`src/rtl/mksar_pkg.sv`:
```
package mksar_pkg;
  typedef enum logic [1:0] {
    SEQ_IDLE   = 2'd0,
    SEQ_SAMPLE = 2'd1,
    SEQ_CONV   = 2'd2
  } seq_state_e;
endpackage

```
`src/rtl/mksar_rst_sync.sv`:
```
module mksar_rst_sync #(
  parameter int STAGES = 2
) (
  input  logic clk,
  input  logic rst_n,
  output logic rst_sn
);
  logic [STAGES-1:0] sync_q;

  always_ff @(posedge clk or negedge rst_n) begin
    if (!rst_n) sync_q <= '0;
    else        sync_q <= {sync_q[STAGES-2:0], 1'b1};
  end

  assign rst_sn = sync_q[STAGES-1];
endmodule

```
`src/rtl/mksar_ctrl.sv`:
```
module mksar_ctrl
  import mksar_pkg::*;
(
  input  logic       clk,
  input  logic       rst_sn,
  input  logic       en,
  input  logic       go_set,
  input  logic       go_clr,
  input  logic       samp_done,
  input  logic       conv_tick,
  input  logic       last_step,
  output seq_state_e state,
  output logic       clr_res,
  output logic       step_res,
  output logic       busy
);
  seq_state_e state_q, state_d;
  logic       abort;

  assign abort = go_clr | ~en;

  always_comb begin
    state_d  = state_q;
    clr_res  = 1'b0;
    step_res = 1'b0;
    unique case (state_q)
      SEQ_IDLE: begin
        if (en && go_set && !go_clr) state_d = SEQ_SAMPLE;
      end
      SEQ_SAMPLE: begin
        if (abort) begin
          state_d = SEQ_IDLE;
        end else if (samp_done) begin
          clr_res = 1'b1;
          state_d = SEQ_CONV;
        end
      end
      SEQ_CONV: begin
        if (abort) begin
          state_d = SEQ_IDLE;
        end else if (conv_tick) begin
          step_res = 1'b1;
          if (last_step) state_d = SEQ_IDLE;
        end
      end
      default: state_d = SEQ_IDLE;
    endcase
  end

  always_ff @(posedge clk or negedge rst_sn) begin
    if (!rst_sn) state_q <= SEQ_IDLE;
    else         state_q <= state_d;
  end

  assign state = state_q;
  assign busy  = (state_q != SEQ_IDLE);

  p_start_r2: assert property (@(posedge clk) disable iff (!rst_sn)
    (state_q == SEQ_IDLE && en && go_set && !go_clr) |=> (state_q == SEQ_SAMPLE));

  p_abort_idle_r9: assert property (@(posedge clk) disable iff (!rst_sn)
    (state_q != SEQ_IDLE && go_clr) |=> (state_q == SEQ_IDLE));

  p_en_low_stop_r10: assert property (@(posedge clk) disable iff (!rst_sn)
    (!en) |=> (state_q == SEQ_IDLE));

  p_finish_r8: assert property (@(posedge clk) disable iff (!rst_sn)
    (state_q == SEQ_CONV && conv_tick && last_step && en && !go_clr) |=> (state_q == SEQ_IDLE));
endmodule

```
`src/rtl/mksar_result.sv`:
```
module mksar_result #(
  parameter int W = 8
) (
  input  logic         clk,
  input  logic         rst_sn,
  input  logic         clr_i,
  input  logic         step_i,
  input  logic         cmp_i,
  input  logic         conv_i,
  output logic [W-1:0] res_o,
  output logic [W-1:0] trial_o,
  output logic         last_o
);
  localparam logic [W-1:0] TOP_BIT = {1'b1, {(W-1){1'b0}}};

  logic [W-1:0] res_q, res_d, step_val, marker;
  logic         empty, load;

  // lowest set bit is the marker: everything below it is still zero
  assign marker = res_q & (~res_q + 1'b1);
  assign empty  = (res_q == '0);

  for (genvar i = 0; i < W; i++) begin : g_bit
    if (i == W - 1) begin : g_top
      assign step_val[i] = empty ? 1'b1 : (marker[i] ? cmp_i : res_q[i]);
    end else begin : g_low
      assign step_val[i] = empty ? 1'b0 :
                           marker[i]   ? cmp_i :
                           marker[i+1] ? 1'b1  : res_q[i];
    end
  end

  assign load  = clr_i | step_i;
  assign res_d = clr_i ? '0 : step_val;

  always_ff @(posedge clk or negedge rst_sn) begin
    if (!rst_sn)   res_q <= '0;
    else if (load) res_q <= res_d;
  end

  assign res_o   = res_q;
  assign trial_o = conv_i ? res_q : '0;
  assign last_o  = marker[0];

  p_clear_r4: assert property (@(posedge clk) disable iff (!rst_sn)
    clr_i |=> (res_q == '0));

  p_first_marker_r4: assert property (@(posedge clk) disable iff (!rst_sn)
    (step_i && empty) |=> (res_q == TOP_BIT));

  p_hold_r5: assert property (@(posedge clk) disable iff (!rst_sn)
    (!clr_i && !step_i) |=> $stable(res_q));

  p_marker_right_r5: assert property (@(posedge clk) disable iff (!rst_sn)
    (step_i && !empty && !marker[0]) |=> ((res_q & (~res_q + 1'b1)) == ($past(marker) >> 1)));

  p_decided_bit_r7: assert property (@(posedge clk) disable iff (!rst_sn)
    (step_i && !empty) |=> (((res_q & $past(marker)) != '0) == $past(cmp_i)));
endmodule

```
`src/rtl/mksar_seq.sv`:
```
module mksar_seq
  import mksar_pkg::*;
#(
  parameter int W = 8
) (
  input  logic         clk,
  input  logic         rst_n,
  input  logic         en,
  input  logic         go_set,
  input  logic         go_clr,
  input  logic         conv_tick,
  input  logic         samp_done,
  input  logic         cmp_hi,
  output logic [W-1:0] result,
  output logic [W-1:0] trial,
  output logic         busy
);
  logic       rst_sn;
  seq_state_e state;
  logic       clr_res, step_res, last_step;

  mksar_rst_sync #(.STAGES(2)) u_rst (
    .clk    (clk),
    .rst_n  (rst_n),
    .rst_sn (rst_sn)
  );

  mksar_ctrl u_ctrl (
    .clk       (clk),
    .rst_sn    (rst_sn),
    .en        (en),
    .go_set    (go_set),
    .go_clr    (go_clr),
    .samp_done (samp_done),
    .conv_tick (conv_tick),
    .last_step (last_step),
    .state     (state),
    .clr_res   (clr_res),
    .step_res  (step_res),
    .busy      (busy)
  );

  mksar_result #(.W(W)) u_res (
    .clk     (clk),
    .rst_sn  (rst_sn),
    .clr_i   (clr_res),
    .step_i  (step_res),
    .cmp_i   (cmp_hi),
    .conv_i  (state == SEQ_CONV),
    .res_o   (result),
    .trial_o (trial),
    .last_o  (last_step)
  );

  p_trial_idle_r6: assert property (@(posedge clk) disable iff (!rst_sn)
    (!busy) |-> (trial == '0));

  p_abort_freeze_r11: assert property (@(posedge clk) disable iff (!rst_sn)
    (busy && go_clr) |=> ($stable(result) && !busy));

  p_start_busy_r2: assert property (@(posedge clk) disable iff (!rst_sn)
    (!busy && en && go_set && !go_clr) |=> busy);
endmodule

```
`config.mk`:
```
export PLATFORM = sky130hd
export DESIGN_NAME = mksar_seq
export DESIGN_NICKNAME = d
export VERILOG_FILES = /design/src/rtl/mksar_pkg.sv /design/src/rtl/mksar_rst_sync.sv /design/src/rtl/mksar_ctrl.sv /design/src/rtl/mksar_result.sv /design/src/rtl/mksar_seq.sv
export SDC_FILE = /design/constraint.sdc
export NUM_CORES = 1
export LEC_CHECK = 0
export BUFFER_PORTS_ARGS = -buffer_cell sky130_fd_sc_hd__buf_4
export CORE_AREA = 2 2 45 47
export DETAILED_ROUTE_END_ITERATION = 8
export DIE_AREA = 0 0 47 49
export PLACE_DENSITY = 0.73
export SYNTH_ARGS = -nofsm -noshare
export SYNTH_HDL_FRONTEND = slang
export SYNTH_HIERARCHICAL = 1
export SYNTH_SLANG_ARGS = --single-unit
```
`constraint.sdc`:
```
create_clock -name clk -period 1 [get_ports clk]
set_input_delay 0.1 -clock clk [delete_from_list [all_inputs] [get_ports clk]]
set_output_delay 0.1 -clock clk [all_outputs]
set_load 0.01 [all_outputs]
```
==> reports/results.tsv, run 1 <==
stage	metric	value	unit
final_layout	design_area	1270	µm²
run_status	status	finished with violations	
place	dp_hpwl	1530	µm
setup_path	worst-path-max-fanout	5	
yosys	synth_seq_cells	12	
grt	grt_pass1_vias	805	
grt	grt_max_degree	11	
die	fp.dieW	47	µm
final_layout	drive_above_1_share	59.2	%
yosys	synth_cell_type_count	32	
yosys	ys_seq_area_share	42.8	%
timing	setup_ws	-0.724	ns
route	wirelength	2690	µm
setup_path	crit_start	u_ctrl/state[1]$_DFFE_PN0P_	
grt	grt-ovfl-total	0	
place	place_area	1040	µm²
die	fp.coreArea	1840	µm²
route	top_layer	met4	
power_and_ir_drop	p_per_area	1180	nW/µm²
clock_network	root_buffer	clkbuf_4	
route	ant_nets	0	
setup_path	critPathArrivalTime	1.92	ns
die	die_y	49	µm
route	via_per_inst	5.80	
yosys	ys_dominant_reg_cell	dfrtp_1	
timing	setup_viol	26	
timing	whs	0.127	ns
final_layout	num_antenna_cells	0	
route	vias	881	
setup_path	r2r-start	u_ctrl/state[1]$_DFFE_PN0P_	
die	io_pins	25	
yosys	avgSynthCellArea	9.24	µm²
place	io_buffer_count	24	
clock_network	cts_tree	built	
setup_path	endpoint_kind	register	
clock_network	clock_path_buffers	2	
setup_path	crit_type	reg -> reg	
setup_path	start_kind	register	
route	post-route-drc-count	0	
yosys	synth_edf_count	0	
clock_network	clkSinkCount	12	
final_layout	utilization	69.0	%
yosys	ys.warnings.count	6	
die	start_util	38.1	%
timing	finalCritPeriodShare	172	%
setup_path	rr_worst_depth	5	
route	met1_length	1060	µm
timing	max_freq	580	MHz
place	dp_worst_setup_slack	-0.770	ns
yosys	synth_area	702	µm²
timing	fin_crit	1.72	ns
die	die_area	2300	µm²
run_status	violations	negative setup slack	
worst_hold_path	hp-start	samp_done	
route	wl_met3	156	µm
flow_run	max_cap_violations	0	
route	routedWlPerCell	17.7	µm
final_layout	fin_nets	134	
final_layout	area_growth	80.9	%
grt	track_usage	23.2	%
worst_hold_path	hold_path.class	in -> reg	
clock_network	clock_latency	0.27	ns
yosys	synthCells	76	
worst_hold_path	min_path_cells	3	
route	first_pass_iters	4	
timing	maxSlewViolCount	0	
power_and_ir_drop	power.leakage	0.585	nW
clock_network	htreeDepth	1	
timing	tns	-8.42	ns
yosys	async_flop_share	100	%
die	fp-row-count	16	
timing	rsz0062_at_grt	true	
timing	skew	0.00133	ns
yosys	yosys.area.top_type	dfrtp_1	
final_layout	regArea	300	µm²
yosys	synthTopCellsByArea	dfrtp_1, and2_1, a21oi_1, nor3_1, nand3b_1	
setup_path	worstPathRequired	1.20	ns
grt	antenna_found_initial	0	
clock_network	clk_pin_slew	0.08	ns
place	gp_congestion	0.804	
route	met2WireLength	1380	µm
clock_network	cts_buffers	3	
route	drt_iter0_drc	47	
power_and_ir_drop	ir_worst_vdd	0.000919	V
yosys	synth_top_area_share	42.8	%
final_layout	multi_input_area	454	µm²
final_layout	fill_cells	133	
yosys	syn_nets	84	
timing	finalHoldViolCount	0	
grt	grt_first_pass_wirelength	3750	µm
==> cell type report <==
cell class	instances	area share [%]
well taps	27	2.66
multi-input cells	59	35.8
repair buffers	48	34.5
flip-flops and latches	12	23.6
clock buffers	4	2.86
inverters	2	0.591
==> cell usage after synthesis (2+ instances only) <==
library cell,count
nand2b_1,2
o21ai_0,3
o31ai_1,2
nand3b_1,3
a21oi_1,6
and2_1,8
nor2b_1,2
or4_1,3
a31oi_1,2
inv_1,2
nand2_1,4
nor2_1,2
dfrtp_1,12
or2_2,2
o41ai_1,2
nor3_1,5
==> stage by stage <==
stage / cells / total power (W)
final: 152 / 0.00150
after global routing: 152 / 0.00157
after CTS: 149 / 0.00144
after detailed placement: 142 / 0.000989
after global placement: 142 / 0.000975
after floorplan: 76 / 0.000758
==> worst max-delay path: stages (launching register included) <==
cell     delay (ns)
dfrtp_1        0.37
nand2_1        0.07
nor3_2         0.20
or3b_4         0.44
or4_4          0.43
a21oi_2        0.14
==> logic make-up (layout without fill, tap and decap cells) <==
| group | count (synthesis) | in the layout | share of synthesized area (%) |
|---|---|---|---|
| and+or+nand+nor | 38 | 38 | 34.8 |
| AOI/OAI and AO/OA | 20 | 20 | 18.5 |
| DFF | 12 | 12 | 42.8 |
| buffers and inverters | 5 | 54 | 3.39 |
| other | 1 | 1 | 0.534 |
==> path summary, 6_finish.rpt <==
kind                            slack, ns                          end
max in group asynchronous            0.54  u_ctrl/state[0]$_DFFE_PN0P_
worst max register to register      -0.72   u_res/res_o[6]$_DFFE_PN0P_
worst min-delay path                 0.13  u_ctrl/state[1]$_DFFE_PN0P_
min in group asynchronous            0.17   u_res/res_o[1]$_DFFE_PN0P_
worst min register to register       0.17   u_res/res_o[1]$_DFFE_PN0P_
worst max-delay path                -0.72   u_res/res_o[6]$_DFFE_PN0P_
==> state kept, by name, indices dropped and copies added, names as in the netlist <==
signal and flops:
u_ctrl/state 2, u_res/res_o 8, u_rst/sync_q 2
==> layer usage <==
layer	vias up	GRT usage [%]
met1	442	31.2
met3	12	4.81
met5	-	0
met2	50	33.8
li1	377	-
met4	0	13.0
==> placed cells by master, fill, tap and decap left out, drive strengths merged <==
cell	Yosys	final
buf	3	47
dfrtp	12	12
and2	8	8
a21oi	6	6
nor3	5	5
clkbuf	0	4
nand2	4	4
nand3b	3	3
o21ai	3	3
or4	3	3
nand2b	3	3
nor2b	3	3
a31oi	2	2
or2	2	2
inv	2	2
o31ai	2	2
or3b	2	2
nor2	2	2
o41ai	2	2
dlygate4sd3	0	1
nor3b	1	1
o22ai	1	1
a221o	1	1
nand3	1	1
a211oi	1	1
or3	1	1
o211ai	1	1
a311oi	1	1
conb	1	1
==> power breakdown <==
group | switching [W] | internal (W) | total, W
Sequential | 0.0000506 | 0.000517 | 0.000567
Combinational | 0.000273 | 0.000276 | 0.000549
Clock | 0.000165 | 0.000221 | 0.000386
Total | 0.000488 | 0.00101 | 0.00150
==> repair_timing <==
action,CTS,global route
setup buffers,6,7
hold endpoints to repair,2,0
gates resized for setup,29,12
gates cloned,0,0
endpoints found under the setup margin,25,26
pin swaps,6,5
hold buffers,1,0
Note: power is estimated with default switching activity, not from simulation.
==> inputs of run 2 (changes only) <==
==> constraint.sdc (replaced) <==
create_clock -name clk -period 1 [get_ports clk]
set_input_delay 0.2 -clock clk [delete_from_list [all_inputs] [get_ports clk]]
set_output_delay 0.2 -clock clk [all_outputs]
set_load 0.01 [all_outputs]
==> reports/results.tsv, run 2 (synthesized netlist as in run 1, its figures left out) <==
stage	metric	value	unit	change
timing	finalCritPeriodShare	170	%	-2.7 points
timing	setup_viol	25		-3.8%
die	start_util	38.1	%	unchanged
die	io_pins	25		unchanged
final_layout	final_cell_mix	buf_4, buf_6, dfrtp_1, and2_1		
clock_network	root_buffer	clkbuf_4		
final_layout	area_growth	82.5	%	
clock_network	clock_path_buffers	2		unchanged
final_layout	layout_commonest_cell	buf_4		
route	ant_nets	0		unchanged
grt	antenna_found_initial	0		unchanged
clock_network	clock_latency	0.28	ns	about the same
setup_path	start_kind	register		
route	drt_iter0_drc	36		-23%
timing	maxSlewViolCount	0		unchanged
clock_network	clkSinkCount	12		unchanged
final_layout	fill_cells	132		-0.75%
grt	grt_first_pass_wirelength	3510	µm	-6.2%
route	post-route-drc-count	0		unchanged
timing	max_freq	589	MHz	+1.6%
timing	rsz0062_at_grt	true		
place	gp_congestion	0.817		+1.6%
grt	grt_max_degree	11		unchanged
setup_path	slowest_stage	or3b_4		
timing	skew	0.000525	ns	-0.000808 ns
final_layout	largest_register_ff_count	8		unchanged
route	wirelength	2210	µm	-18%
timing	whs	0.169	ns	+0.0412 ns
setup_path	critical_path.top_delay_family	simple AND/OR/NAND/NOR gates		
setup_path	path_cells	nand2_2, nor3_4, or3b_4, or4_4, a21oi_2		
route	vias	807		-8.4%
place	io_buffer_count	24		unchanged
power_and_ir_drop	power.leakage	0.594	nW	+1.6%
route	via_per_inst	5.27		-9.0%
run_status	status	finished with violations		
setup_path	path_buf_inv	0		unchanged
final_layout	num_antenna_cells	0		unchanged
final_layout	drive_above_1_share	57.9	%	-1.3 points
power_and_ir_drop	ir_worst_vdd	0.00101	V	+10%
setup_path	critPathArrivalTime	1.91	ns	about the same
setup_path	worstPathRequired	1.21	ns	about the same
setup_path	crit_type	reg -> reg		
grt	grt_pass1_vias	767		-4.7%
die	fp.dieW	47	µm	unchanged
place	dp_hpwl	1370	µm	-10%
clock_network	cts_buffers	3		unchanged
die	fp-row-count	16		unchanged
timing	fin_crit	1.70	ns	-0.0272 ns
route	routedWlPerCell	14.4	µm	-18%
die	die_area	2300	µm²	unchanged
clock_network	htreeDepth	1		unchanged
grt	track_usage	21.2	%	-2.0 points
run_status	violations	negative setup slack		
final_layout	utilization	69.6	%	+0.61 points
grt	grt-ovfl-total	0		unchanged
final_layout	fin_nets	135		+0.75%
route	first_pass_iters	4		unchanged
power_and_ir_drop	p_per_area	1170	nW/µm²	-1.1%
setup_path	endpoint_kind	register		
die	fp.coreArea	1840	µm²	unchanged
clock_network	cts_tree	built		
timing	finalHoldViolCount	0		unchanged
flow_run	max_cap_violations	0		unchanged
clock_network	clk_pin_slew	0.07	ns	about the same
power_and_ir_drop	power	0.00150	W	-0.23%
timing	setup_ws	-0.697	ns	+0.0272 ns
setup_path	worst-path-max-fanout	6		+1
setup_path	critPathMaxStageDelay	0.44	ns	about the same
worst_hold_path	hold_path.class	reg -> async		
die	die_y	49	µm	unchanged
## run 2: changes by cell type in the layout (fill, tap and decap cells not counted), moves of 2 or more
cell     delta
a21oi_1     +2
a21oi_2     -2
buf_6       +2
nor3_2      -2
## run 2: metrics by stage
step                      instances  cell area (µm²)  TNS, ns  setup WS [ns]
after global routing            153             1280   -11.50         -0.766
after global placement          142             1040    -6.20         -0.698
after CTS                       153             1240    -9.73         -0.618
final                           153             1280   -10.04         -0.697
after floorplan                  76              719    -3.95         -0.769
after detailed placement        142             1040    -6.52         -0.726
## run 2: path summary, 6_finish.rpt
check                                            startpoint                           to  slack [ns]  cells after the start
worst max register to register  u_ctrl/state[1]$_DFFE_PN0P_   u_res/res_o[6]$_DFFE_PN0P_       -0.70                      5
worst min register to register    u_rst/sync_q[1]$_DFF_PN0_  u_ctrl/state[1]$_DFFE_PN0P_        0.17                      0
worst max-delay path            u_ctrl/state[1]$_DFFE_PN0P_   u_res/res_o[6]$_DFFE_PN0P_       -0.70                      5
worst min-delay path              u_rst/sync_q[1]$_DFF_PN0_  u_ctrl/state[1]$_DFFE_PN0P_        0.17                      0
min in group clk                                  samp_done  u_ctrl/state[1]$_DFFE_PN0P_        0.22                      3
max in group asynchronous         u_rst/sync_q[1]$_DFF_PN0_  u_ctrl/state[0]$_DFFE_PN0P_        0.54                      0
## run 2: cell type report
cell class | count | area, µm² | area share, %
Multi-Input combinational cell | 59 | 450 | 35.2
Timing Repair Buffer | 49 | 453 | 35.4
Inverter | 2 | 7.51 | 0.586
Tap cell | 27 | 33.8 | 2.64
Clock buffer | 4 | 36.3 | 2.83
Sequential cell | 12 | 300 | 23.4
## run 2: report_power, final
group | total, W | switching [W] | internal, W
combinational | 0.000536 | 0.000247 | 0.000289
sequential | 0.000570 | 0.0000532 | 0.000517
clock | 0.000393 | 0.000171 | 0.000222
total | 0.00150 | 0.000472 | 0.00103
## run 2: timing repair
item                                   CTS  global route
endpoints found under the hold margin    2             0
setup endpoints to repair               25            26
hold buffers                             1             0
pin swaps                               15             5
gates cloned                             0             0
buffers inserted                         7             2
resized for setup                       30            10
## run 2: routing by layer
metal  GRT usage (%)  vias to the layer above  wire (µm)
met2            31.7                       37       1090
met1            28.6                      386        925
li1                -                      378          -
met5               0                        -          0
met3            4.44                        6        133
met4            9.72                        0         60
==> inputs of run 3 (changes only) <==
clock period = 1.9 ns   (was 1 ns; I/O delays follow)
==> reports/results.tsv, run 3 (synthesized netlist as in run 1, its figures left out) <==
stage	metric	value	unit	change
setup_path	path_buf_inv	0		unchanged
timing	skew	0.000714	ns	+0.000189 ns
die	fp.coreArea	1840	µm²	unchanged
final_layout	largest_register_ff_count	8		unchanged
setup_path	worstPathRequired	2.11	ns	+0.90 ns
timing	finalHoldViolCount	0		unchanged
timing	setup_viol	0		-100%
place	io_buffer_count	24		unchanged
timing	rsz0062_at_grt	false		
power_and_ir_drop	power_frac_comb	23.1	%	-13 points
clock_network	post-cts-setup-buffer-count	0		-7
route	via_per_inst	5.16		-2.1%
die	start_util	38.1	%	unchanged
setup_path	r2r-start	u_ctrl/state[0]$_DFFE_PN0P_		
power_and_ir_drop	power.leakage	0.470	nW	-21%
power_and_ir_drop	seqPwrFrac	45.5	%	+7.5 points
clock_network	clk_pin_slew	0.08	ns	about the same
place	gp_congestion	0.787		-3.7%
power_and_ir_drop	ir_worst_vdd	0.000558	V	-45%
route	vias	702		-13%
route	first_pass_iters	5		+1
power_and_ir_drop	switching_power	0.000199	W	-58%
grt	antenna_found_initial	0		unchanged
place	dp_hpwl	1210	µm	-12%
timing	finalCritPeriodShare	89.1	%	-81 points
setup_path	crit_start	u_ctrl/state[0]$_DFFE_PN0P_		
final_layout	fill_cells	166		+26%
setup_path	endpoint_kind	register		
die	io_pins	25		unchanged
flow_run	max_cap_violations	0		unchanged
setup_path	critPathMaxStageDelay	0.50	ns	+0.06 ns
worst_hold_path	hold_path.class	reg -> async		
grt	grt_max_degree	11		unchanged
place	dp.cells	131		-7.7%
route	routedWlPerCell	12.1	µm	-16%
timing	maxSlewViolCount	0		unchanged
grt	grt_pass1_vias	614		-20%
setup_path	critPathArrivalTime	1.90	ns	about the same
power_and_ir_drop	p_clk_share	31.4	%	+5.2 points
die	fp-row-count	16		unchanged
final_layout	num_antenna_cells	0		unchanged
clock_network	root_buffer	clkbuf_4		
power_and_ir_drop	p_int	0.000469	W	-54%
clock_network	clock_path_buffers	2		unchanged
setup_path	start_kind	register		
route	post-route-drc-count	0		unchanged
setup_path	critical_path.top_delay_family	simple AND/OR/NAND/NOR gates		
clock_network	cts_buffers	3		unchanged
final_layout	drive_above_1_share	37.6	%	-20 points
clock_network	cts_tree	built		
power_and_ir_drop	switching_share	29.8	%	-1.7 points
timing	fin_crit	1.69	ns	-0.00305 ns
power_and_ir_drop	p_per_area	662	nW/µm²	-43%
run_status	status	finished, final reports clean		
final_layout	area_growth	43.9	%	
timing	whs	0.174	ns	+0.00543 ns
timing	tns	0	ns	+10.04 ns
grt	grt-ovfl-total	0		unchanged
clock_network	clock_latency	0.28	ns	about the same
route	wirelength	1650	µm	-25%
grt	grt_first_pass_wirelength	2620	µm	-26%
setup_path	crit_type	reg -> reg		
clock_network	clkSinkCount	12		unchanged
clock_network	htreeDepth	1		unchanged
die	fp.dieW	47	µm	unchanged
setup_path	slowest_stage	or4_1		
final_layout	utilization	54.8	%	-15 points
route	ant_nets	0		unchanged
final_layout	instances_no_fill	136		-11%
final_layout	final_cell_mix	buf_4, dfrtp_1, and2_1, a21oi_1		
die	die_area	2300	µm²	unchanged
grt	track_usage	15.8	%	-5.4 points
setup_path	worst-path-max-fanout	2		-4
final_layout	fin_nets	118		-13%
timing	max_freq	590	MHz	+0.18%
final_layout	layout_commonest_cell	buf_4		
setup_path	path_cells	nor3_4, or3b_1, or4_1, a21oi_1		
die	die_y	49	µm	unchanged
route	drt_iter0_drc	14		-61%
[run 3: cell count changes in the layout (fill, tap and decap cells not counted), moves of 2 or more]
cell	delta
buf_6	-22
buf_4	+5
a21oi_1	+3
a21oi_2	-3
and2_1	+2
and2_4	-2
nand2_1	+2
nand2_2	-2
[run 3: metrics by stage]
stage / instance area [µm²] / power, W / worst slack, ns
after floorplan: 713 / 0.000400 / 0.00230
after global placement: 963 / 0.000460 / 0.0366
after detailed placement: 963 / 0.000461 / -0.00972
after CTS: 1010 / 0.000671 / 0.180
after global routing: 1010 / 0.000712 / 0.112
final: 1010 / 0.000668 / 0.206
[run 3: routing by layer]
metal	wire length, µm	up-vias	GRT usage, %
met3	106	2	3.70
met1	753	325	20.6
met4	14	0	8.80
met5	0	-	0
li1	-	343	-
met2	775	32	23.3
[run 3: power by group through the flow]
stage | clock network, W | logic (W) | registers (W)
floorplan | 0 | 0.0000902 | 0.000309
global placement | 0 | 0.000152 | 0.000308
finish | 0.000210 | 0.000154 | 0.000304
detailed placement | 0 | 0.000152 | 0.000309
global route | 0.000230 | 0.000172 | 0.000310
CTS | 0.000213 | 0.000154 | 0.000304
[run 3: final cells by class]
cell class / count / area, µm² / area share (%)
Inverter: 2 / 7.51 / 0.743
Timing Repair Buffer: 32 / 243 / 24.0
Clock buffer: 4 / 36.3 / 3.59
Tap cell: 27 / 33.8 / 3.35
Multi-Input combinational cell: 59 / 389 / 38.5
Sequential cell: 12 / 300 / 29.7
[run 3: what timing repair did]
action | 4_1_cts | 5_1_grt
hold buffers | 1 | 0
endpoints found under the setup margin | 0 | 0
gates resized for setup | 0 | 0
endpoints found under the hold margin | 2 | 0
[run 3: final timing paths]
kind	slack, ns	depth (start not counted)	to
max	0.21	4	u_res/res_o[6]$_DFFE_PN0P_
min	0.17	0	u_res/res_o[3]$_DFFE_PN0P_
min in group clk	0.37	0	u_rst/sync_q[1]$_DFF_PN0_
max in group asynchronous	1.40	2	u_rst/sync_q[0]$_DFF_PN0_
min reg2reg	0.17	0	u_res/res_o[3]$_DFFE_PN0P_
max reg2reg	0.21	4	u_res/res_o[6]$_DFFE_PN0P_
